## src/rtl/ssp_pkg.sv

```systemverilog
package ssp_pkg;

    localparam int SSP_DIV   = 12;
    localparam int SSP_LOW   = 6;
    localparam int SSP_HOLD  = 2;
    localparam int SSP_WIDTH = 8;

    typedef enum logic [1:0] {
        MODE_IDLE = 2'd0,
        MODE_TX   = 2'd1,
        MODE_RX   = 2'd2
    } ssp_mode_e;

    // Per-cycle events produced by the timebase
    typedef struct packed {
        logic rise;    // shift clock goes high on this edge
        logic launch;  // bit boundary: next output bit is driven on this edge
    } ssp_tick_t;

    function automatic logic [7:0] wrap_inc(input logic [7:0] v, input int unsigned top);
        return (v == 8'(top - 1)) ? 8'd0 : v + 8'd1;
    endfunction

endpackage

```

## src/rtl/ssp_timebase.sv

```systemverilog
module ssp_timebase
    import ssp_pkg::*;
#(
    parameter int DIV     = SSP_DIV,
    parameter int LOW_CYC = SSP_LOW,
    parameter int HOLD    = SSP_HOLD
) (
    input  logic      clk,
    input  logic      rst,
    input  logic      start,
    input  logic      active,
    output logic      sclk,
    output ssp_tick_t tick
);
    localparam int LAUNCH = LOW_CYC + HOLD;

    logic [7:0] phase_q;
    logic [7:0] phase_n;

    always_comb begin
        phase_n     = wrap_inc(phase_q, DIV);
        tick.rise   = active && (phase_n == 8'(LOW_CYC));
        tick.launch = active && (phase_n == 8'(LAUNCH));
    end

    // A start parks the phase at the launch point, so the first bit
    // gets the same setup window as every later one.
    always_ff @(posedge clk) begin
        if (rst) begin
            phase_q <= 8'(LAUNCH);
            sclk    <= 1'b1;
        end else if (start) begin
            phase_q <= 8'(LAUNCH);
            sclk    <= 1'b1;
        end else if (active) begin
            phase_q <= phase_n;
            sclk    <= (phase_n >= 8'(LOW_CYC));
        end else begin
            sclk    <= 1'b1;
        end
    end
endmodule

```

## src/rtl/ssp_shifter.sv

```systemverilog
module ssp_shifter #(
    parameter int WIDTH = 8
) (
    input  logic             clk,
    input  logic             rst,
    input  logic             load,
    input  logic [WIDTH-1:0] load_data,
    input  logic             tx_shift,
    input  logic             rx_cap,
    input  logic             release_line,
    input  logic             line_in,
    output logic [WIDTH-1:0] shreg,
    output logic             line_out
);
    always_ff @(posedge clk) begin
        if (rst) begin
            shreg    <= '0;
            line_out <= 1'b1;
        end else if (load) begin
            shreg    <= load_data;
            line_out <= load_data[0];
        end else if (release_line) begin
            line_out <= 1'b1;
        end else if (tx_shift) begin
            shreg    <= shreg >> 1;
            line_out <= shreg[1];
        end else if (rx_cap) begin
            shreg    <= {line_in, shreg[WIDTH-1:1]};
        end
    end
endmodule

```

## src/rtl/ssp_ctrl.sv

```systemverilog
module ssp_ctrl
    import ssp_pkg::*;
#(
    parameter int WIDTH = SSP_WIDTH
) (
    input  logic             clk,
    input  logic             rst,
    input  logic             wr_stb,
    input  logic             rx_en,
    input  logic             rx_clr,
    input  logic             tx_clr,
    input  ssp_tick_t        tick,
    input  logic [WIDTH-1:0] shreg,
    output logic             start_tx,
    output logic             start_rx,
    output logic             active,
    output logic             tx_shift,
    output logic             rx_cap,
    output logic             finish,
    output logic             line_oe,
    output logic             tx_done,
    output logic             rx_done,
    output logic [WIDTH-1:0] rd_data
);
    localparam int BW = (WIDTH > 1) ? $clog2(WIDTH) : 1;

    ssp_mode_e      mode_q;
    logic [BW-1:0]  bit_q;
    logic           idle;
    logic           last;

    always_comb begin
        idle     = (mode_q == MODE_IDLE);
        active   = !idle;
        last     = (bit_q == BW'(WIDTH - 1));
        start_tx = idle && wr_stb;
        start_rx = idle && !wr_stb && rx_clr && rx_en;
        finish   = active && tick.launch && last;
        tx_shift = (mode_q == MODE_TX) && tick.launch && !last;
        rx_cap   = (mode_q == MODE_RX) && tick.rise;
    end

    always_ff @(posedge clk) begin
        if (rst) begin
            mode_q  <= MODE_IDLE;
            bit_q   <= '0;
            line_oe <= 1'b0;
        end else if (start_tx) begin
            mode_q  <= MODE_TX;
            bit_q   <= '0;
            line_oe <= 1'b1;
        end else if (start_rx) begin
            mode_q  <= MODE_RX;
            bit_q   <= '0;
            line_oe <= 1'b0;
        end else if (finish) begin
            mode_q  <= MODE_IDLE;
            line_oe <= 1'b0;
        end else if (active && tick.launch) begin
            bit_q   <= bit_q + 1'b1;
        end
    end

    always_ff @(posedge clk) begin
        if (rst) begin
            tx_done <= 1'b0;
            rx_done <= 1'b0;
            rd_data <= '0;
        end else begin
            if (finish && mode_q == MODE_TX) tx_done <= 1'b1;
            else if (tx_clr)                 tx_done <= 1'b0;
            if (finish && mode_q == MODE_RX) begin
                rx_done <= 1'b1;
                rd_data <= shreg;
            end else if (rx_clr) begin
                rx_done <= 1'b0;
            end
        end
    end
endmodule

```

## src/rtl/sync_shift_port.sv

```systemverilog
module sync_shift_port
    import ssp_pkg::*;
#(
    parameter int DIV     = SSP_DIV,
    parameter int LOW_CYC = SSP_LOW,
    parameter int HOLD    = SSP_HOLD,
    parameter int WIDTH   = SSP_WIDTH
) (
    input  logic             clk,
    input  logic             rst,
    input  logic             wr_stb,
    input  logic [WIDTH-1:0] wr_data,
    input  logic             rx_en,
    input  logic             rx_clr,
    input  logic             tx_clr,
    output logic [WIDTH-1:0] rd_data,
    output logic             tx_done,
    output logic             rx_done,
    output logic             shift_clk,
    output logic             line_out,
    output logic             line_oe,
    input  logic             line_in
);
    ssp_tick_t        tick_w;
    logic             start_tx_w;
    logic             start_rx_w;
    logic             busy_w;
    logic             tx_shift_w;
    logic             rx_cap_w;
    logic             finish_w;
    logic [WIDTH-1:0] shreg_w;

    ssp_timebase #(.DIV(DIV), .LOW_CYC(LOW_CYC), .HOLD(HOLD)) u_timebase (
        .clk    (clk),
        .rst    (rst),
        .start  (start_tx_w | start_rx_w),
        .active (busy_w),
        .sclk   (shift_clk),
        .tick   (tick_w)
    );

    ssp_ctrl #(.WIDTH(WIDTH)) u_ctrl (
        .clk      (clk),
        .rst      (rst),
        .wr_stb   (wr_stb),
        .rx_en    (rx_en),
        .rx_clr   (rx_clr),
        .tx_clr   (tx_clr),
        .tick     (tick_w),
        .shreg    (shreg_w),
        .start_tx (start_tx_w),
        .start_rx (start_rx_w),
        .active   (busy_w),
        .tx_shift (tx_shift_w),
        .rx_cap   (rx_cap_w),
        .finish   (finish_w),
        .line_oe  (line_oe),
        .tx_done  (tx_done),
        .rx_done  (rx_done),
        .rd_data  (rd_data)
    );

    ssp_shifter #(.WIDTH(WIDTH)) u_shifter (
        .clk          (clk),
        .rst          (rst),
        .load         (start_tx_w),
        .load_data    (wr_data),
        .tx_shift     (tx_shift_w),
        .rx_cap       (rx_cap_w),
        .release_line (finish_w),
        .line_in      (line_in),
        .shreg        (shreg_w),
        .line_out     (line_out)
    );
endmodule

```

## config.mk

```make
export PLATFORM = sky130hd
export DESIGN_NAME = sync_shift_port
export DESIGN_NICKNAME = d
export VERILOG_FILES = /design/src/rtl/ssp_pkg.sv /design/src/rtl/ssp_timebase.sv /design/src/rtl/ssp_shifter.sv /design/src/rtl/ssp_ctrl.sv /design/src/rtl/sync_shift_port.sv
export SDC_FILE = /design/constraint.sdc
export NUM_CORES = 1
export LEC_CHECK = 0
export BUFFER_PORTS_ARGS = -buffer_cell sky130_fd_sc_hd__buf_4
export CORE_ASPECT_RATIO = 0.7
export CORE_UTILIZATION = 50
export DETAILED_ROUTE_END_ITERATION = 12
export HOLD_SLACK_MARGIN = 0.05
export PLACE_DENSITY_LB_ADDON = 0.15
export SLEW_MARGIN = 20
export SYNTH_ARGS = -nofsm -noshare
export SYNTH_HDL_FRONTEND = slang
export SYNTH_SLANG_ARGS = --single-unit
export TNS_END_PERCENT = 20
```

## constraint.sdc

```tcl
create_clock -name clk -period 1.95 [get_ports clk]
set_clock_uncertainty 0.05 [all_clocks]
set_input_delay 0.195 -clock clk [delete_from_list [all_inputs] [get_ports clk]]
set_output_delay 0.195 -clock clk [all_outputs]
set_load 0.01 [all_outputs]
```

### Word-level counts from Yosys, hierarchy flattened

Cells that the tools add are included.

* flip-flop bits (word level): 34
* latch bits: 0
* memory bits (writable): 0
* memory bits (read-only): 0
* input bits: 15
* output and inout bits: 13
* logic and storage cells: 70
* memories kept: 0

* add/subtract/negate cells: 2
* $mul: 0
* divide/modulo/power cells: 0
* order comparisons: 1
* equal/unequal tests: 7
* shift-type cells: 0
* multiplexer cells: 18
* bitwise gates (word level): 2
* reductions and logical operators: 29

Operators with widths (count)
* 8-bit two-way mux: 5
* 8-bit by 4-bit == test with 1-bit output, second input constant: 2
* 1-bit logical AND: 13
* 1-bit two-way mux: 11
* 3-bit nonzero test: 3
* 8-bit by 1-bit adder with 8-bit output, second input constant: 1
* 8-bit by 3-bit == test with 1-bit output, second input constant: 1
* 8-bit by 3-bit greater-or-equal comparator with 1-bit output, second input constant: 1
* 2-bit nonzero test: 3
* 3-bit OR reduction: 2
* 2-bit two-way mux: 2
* 2-bit AND reduction: 2
* 2-bit OR reduction: 2
* 3-bit by 1-bit adder with 3-bit output, second input constant: 1
* 3-bit == test, second input constant: 1
* 1-bit logical NOT: 3
* 2-bit by 1-bit == test with 1-bit output, second input constant: 1
* 2-bit == test, second input constant: 1
* 2-bit logical NOT: 1
* 2-bit != test, second input constant: 1
* 1-bit NOT: 1
* 1-bit OR: 1

### Logic depth before layout (Yosys ltp)

* depth in word-level cells: 9
* gate-level depth with buffers: 9
* depth with buffers taken out: 8

### By module

A second synthesis with hierarchy kept.

* cell total of the unflattened synthesis: 196
* area total of the unflattened synthesis: 1722.9 um2

By module, submodules not included
* ssp_ctrl: instances 1, cells each 78, area an instance 639.4 um2, sequential area each 300.3 um2
* ssp_timebase: instances 1, cells each 67, area an instance 576.8 um2, sequential area each 180.2 um2
* ssp_shifter: instances 1, cells each 50, area an instance 500.5 um2, sequential area each 180.2 um2
* sync_shift_port: instances 1, cells each 1, area an instance 6.3 um2, sequential area each 0.0 um2

### Worst setup path before layout

Ideal clock, no wire load.

* path type: register to register
* start: reg u_timebase.phase_q[0]
* end: reg u_ctrl.bit_q[1]
* setup time: 0.128 ns
* arrival time: 1.863 ns
* data required time: 1.772 ns
* path slack: -0.091 ns
* cell stages (with the launch flop): 10
* path buffers: 2
* clock period less this slack: 2.041 ns
* cell sequence: dfxtp_1 > ha_1 > buf_2 > and3_2 > nand2_1 > o22ai_4 > and3_2 > buf_2 > mux2i_1 > nor2_1

* longest elaborated chain between the ends: 8
* elaborated cells between the ends (all ways): 9
* classes of those cells: add/sub (1); eq/ne (2); mux (1); bitwise (1); reduce/logical (4)

Ends and longest elaborated chain
* start: declaration: RTL line ssp_timebase.sv:17 `logic [7:0] phase_q;`
* start signal: assignment: RTL line ssp_timebase.sv:30 `phase_q <= 8'(LAUNCH);`
* start signal: assignment: RTL line ssp_timebase.sv:33 `phase_q <= 8'(LAUNCH);`
* start signal: assignment: RTL line ssp_timebase.sv:36 `phase_q <= phase_n;`
* 8-bit by 1-bit adder with 8-bit output / 8-bit by 4-bit == test with 1-bit output (equally long branches): RTL line ssp_pkg.sv:21 `return (v == 8'(top - 1)) ? 8'd0 : v + 8'd1;`
* 8-bit two-way mux *: RTL line ssp_pkg.sv:21
* 8-bit by 4-bit == test with 1-bit output *: RTL line ssp_timebase.sv:23 `tick.launch = active && (phase_n == 8'(LAUNCH));`
* 1-bit logical AND *: RTL line ssp_timebase.sv:23
* 1-bit logical AND *: RTL line ssp_ctrl.sv:38, ssp_ctrl.sv:59
* 1-bit logical AND: RTL line ssp_ctrl.sv:38 `finish = active && tick.launch && last;`
* 1-bit NOT (no line)
* 2-bit AND reduction (no line) *
* end signal: assignment: RTL line ssp_ctrl.sv:60 `bit_q <= bit_q + 1'b1;`
* end: declaration: RTL line ssp_ctrl.sv:28 `logic [BW-1:0] bit_q;`

Every way passes the cells marked *; elsewhere a longest branch is shown, timed or not.
A chain may end at the register's enable or synchronous reset.

### Worst setup path in the final report

* start: reg u_timebase.phase_q[1]
* end: reg u_ctrl.rd_data[7]

* longest elaborated chain between the ends: 7
* elaborated cells between the ends (all ways): 8
* classes of those cells: add/sub (1); eq/ne (2); mux (1); reduce/logical (4)

Ends and longest elaborated chain
* 8-bit by 1-bit adder with 8-bit output / 8-bit by 4-bit == test with 1-bit output (equally long branches): RTL line ssp_pkg.sv:21
* 8-bit two-way mux *: RTL line ssp_pkg.sv:21
* 8-bit by 4-bit == test with 1-bit output *: RTL line ssp_timebase.sv:23
* 1-bit logical AND *: RTL line ssp_timebase.sv:23
* 1-bit logical AND * (2 in series): RTL line ssp_ctrl.sv:38
* 1-bit logical AND *: RTL line ssp_ctrl.sv:72 `if (finish && mode_q == MODE_RX) begin`
* end signal: assignment: RTL line ssp_ctrl.sv:74 `rd_data <= shreg;`
* end: declaration: RTL line ssp_ctrl.sv:23 `output logic [WIDTH-1:0] rd_data`

Marks and branches as above.

==> flow_summary.json <==
{
  "clock.fmax_mhz": 517,
  "setup_viol": 0,
  "cts.clk_slew.worst_paths_ns": 0.07,
  "cts_buffers": 5,
  "clkLatencyLatePin_ns": 0.29,
  "crit_arrival_ns": 2.06,
  "grt-ovfl-total": 0,
  "drc": 0,
  "synth_seq_cells": 33,
  "ant_nets": 0,
  "wl_per_cell_um": 15.1,
  "worst_pin_slew_ns": 0.381,
  "vias": 1656,
  "critPathCaptureType": "register",
  "chipHeight_um": 50.6,
  "fin_util_pct": 70.4,
  "clock-sinks": 33,
  "synth_top_family_by_area": "simple AND/OR/NAND/NOR gates",
  "power_leakage_nw": 0.956,
  "finalWirelength_um": 4220,
  "nNetsFinal": 262,
  "pre_cts_slack_ns": -0.0628,
  "port_buffers": 27,
  "synth_cell_types": 39,
  "worstSetupStartpointType": "register",
  "yosys.area_share.adder_pct": 3.71,
  "drtIter0Drc": 166,
  "gp_congestion": 0.832,
  "p_per_area_mw_per_mm2": 629,
  "grt_pass1_wl_um": 6450,
  "required_ns": 2.08,
  "hp-class": "in -> reg",
  "synth.area.mux_share_pct": 6.52,
  "floorplan.initialDensity_pct": 52.9,
  "critPathKind": "reg -> reg",
  "firstDrtPassIters": 4,
  "routed_via_density": 5.94,
  "whs_ns": 0.129,
  "grt_usage_pct": 23.4,
  "area_delta_synth_final_pct": 33.1,
  "synth_xor_area_share_pct": 4.15,
  "cts_tree": "built",
  "die_area_sq_mm": 0.00362,
  "min_period_over_period_pct": 99.2,
  "hpwl_um": 2780,
  "seq_area_frac_synth_pct": 39.1,
  "fp.dieW_um": 71.4,
  "rows": 17,
  "antenna_cells": 0,
  "rsz0062_at_grt": "yes",
  "fin_ws_ns": 0.0161,
  "fin_crit_ns": 1.93,
  "core_region_area_sq_mm": 0.00319,
  "layout-drive-gt1-share_pct": 35.3,
  "ioPinCount": 28,
  "syn_area_sq_mm": 0.00169,
  "drv_slew": 0,
  "max-vdd-ir-drop_mv": 0.333,
  "synth_cells": 199,
  "cts-root-buf": "clkbuf_8",
  "grt_pass1_vias": 1395,
  "htreeDepth": 2,
  "ys_warn_count": 0,
  "slew_headroom_pct": 74.4,
  "holdBufCountCts": 0,
  "drv_cap": 0,
  "grt_antenna_before_repair": 0,
  "critPathMaxFanout": 7,
  "syn_nets": 219,
  "synth-simple-area-share_pct": 26.0,
  "clockBufferDepth": 2,
  "grt_max_degree": 26,
  "hold_viol": 0,
  "status": "finished clean",
  "synth_compound_area_share_pct": 15.9,
  "p_total_w": 0.00141,
  "avgSynthCellArea_sq_um": 8.48
}
## power breakdown
part / total [W] / internal [W] / switching (W)
combinational: 0.000217 / 0.000103 / 0.000114
clock: 0.000474 / 0.000234 / 0.000240
sequential: 0.000722 / 0.000696 / 0.0000251
total: 0.00141 / 0.00103 / 0.000379
## kinds of logic (layout without fill, tap and decap cells)
group,after synthesis,after routing
AND/OR/NAND/NOR,88,88
AO/OA/AOI/OAI,37,38
flip-flops,33,33
buffers and inverters,17,58
multiplexers,11,11
XOR/XNOR,8,8
adder cells (fa/ha/maj),5,5
## path summary, 6_finish.rpt
kind | startpoint | end | slack (ns) | cells after the start
max | u_timebase.phase_q[1] | u_ctrl.rd_data[7] | 0.02 | 9
max reg2reg | u_timebase.phase_q[1] | u_ctrl.rd_data[7] | 0.02 | 9
min reg2reg | u_shifter.shreg[0] | u_shifter.shreg[0] | 0.43 | 2
min | tx_clr | u_ctrl.tx_done | 0.13 | 3
## area by class of cell
| type | instances | area [sq um] |
|---|---|---|
| Multi-Input combinational cell | 150 | 1040 |
| Fill cell | 242 | 945 |
| Sequential cell | 33 | 668 |
| Timing Repair Buffer | 48 | 398 |
| Clock buffer | 5 | 68.8 |
| Tap cell | 38 | 47.5 |
| Inverter | 4 | 15.0 |
| Clock inverter | 1 | 5.00 |
## cells in the final DEF (no fill, tap or decap), types with 3 or more instances in the layout
cell type | Yosys | final
a21oi_1 | 16 | 13
a21oi_2 | 1 | 4
a22o_2 | 5 | 5
buf_4 | 0 | 44
clkbuf_8 | 0 | 5
dfxtp_1 | 33 | 29
dfxtp_2 | 0 | 3
inv_1 | 4 | 4
mux2i_1 | 11 | 10
nand2_1 | 15 | 15
nand2b_1 | 6 | 6
nand3_1 | 20 | 20
nand4_1 | 3 | 3
nor2_1 | 27 | 26
o21ai_4 | 1 | 3
xnor2_1 | 4 | 4
xor2_1 | 4 | 4
## sequential cells by signal (all words and copies together), names as in the netlist
name and count:
u_timebase.phase_q 8, u_shifter.line_out 1, u_shifter.shreg 8, u_ctrl.mode_q 2
u_ctrl.tx_done 1, u_ctrl.bit_q 3, u_ctrl.rx_done 1, u_timebase.sclk 1
u_ctrl.rd_data 8
## through the flow
step | cells | TNS, ns | cell area (sq um)
floorplan | 199 | 0 | 1700
global placement | 265 | -0.232 | 2010
detailed placement | 265 | -0.672 | 2010
CTS | 272 | 0 | 2100
global route | 279 | -0.729 | 2250
finish | 279 | 0 | 2250
## cell usage after synthesis
library cell  instances  area [sq um]
dfxtp_1              33           661
nor2_1               27           101
nand3_1              20           100
a21oi_1              16          80.1
nand2_1              15          56.3
mux2i_1              11           110
clkbuf_1              8          30.0
nand2b_1              6          37.5
a22o_2                5          50.1
ha_1                  5          62.6
buf_2                 4          20.0
inv_1                 4          15.0
xnor2_1               4          35.0
xor2_1                4          35.0
and3_2                3          22.5
nand4_1               3          18.8
a22oi_1               2          15.0
a311oi_1              2          17.5
a31oi_1               2          12.5
and3_1                2          12.5
nand3b_1              2          15.0
nor3_1                2          10.0
nor3b_1               2          15.0
or2_2                 2          12.5
a211oi_1              1          7.51
a21o_2                1          8.76
a21oi_2               1          8.76
a22o_1                1          8.76
buf_6                 1          11.3
nand4b_1              1          8.76
nand4bb_1             1          11.3
nor2b_1               1          6.26
o21ai_0               1          5.00
o21ai_1               1          5.00
o21ai_4               1          16.3
o21bai_1              1          7.51
o22ai_1               1          6.26
o22ai_4               1          20.0
or4_4                 1          11.3
## layer usage
metal  global-route usage [%]  vias to the layer above  share of wire [%]
met3                     7.23                        6                7.4
li1                         -                      787                  -
met5                        0                        -                  0
met4                     10.3                        0                1.2
met2                     33.8                       70                 44
met1                     31.8                      793                 47
## worst max-delay path, stage by stage (launching register included)
cell       delay (ns)
dfxtp_2          0.37
buf_6            0.13
nand4_1          0.15
mux2i_2          0.21
o22ai_4          0.28
nand4_1          0.12
buf_4            0.18
clkbuf_16        0.15
mux2i_1          0.14
nor2_1           0.05
## repair_timing
item | CTS | global route
resized for setup | 3 | 18
setup buffers | 1 | 5
gates cloned | 0 | 2
endpoints found under the setup margin | 17 | 24
pin swaps | 1 | 10
Power figures use the tool's default switching activity.
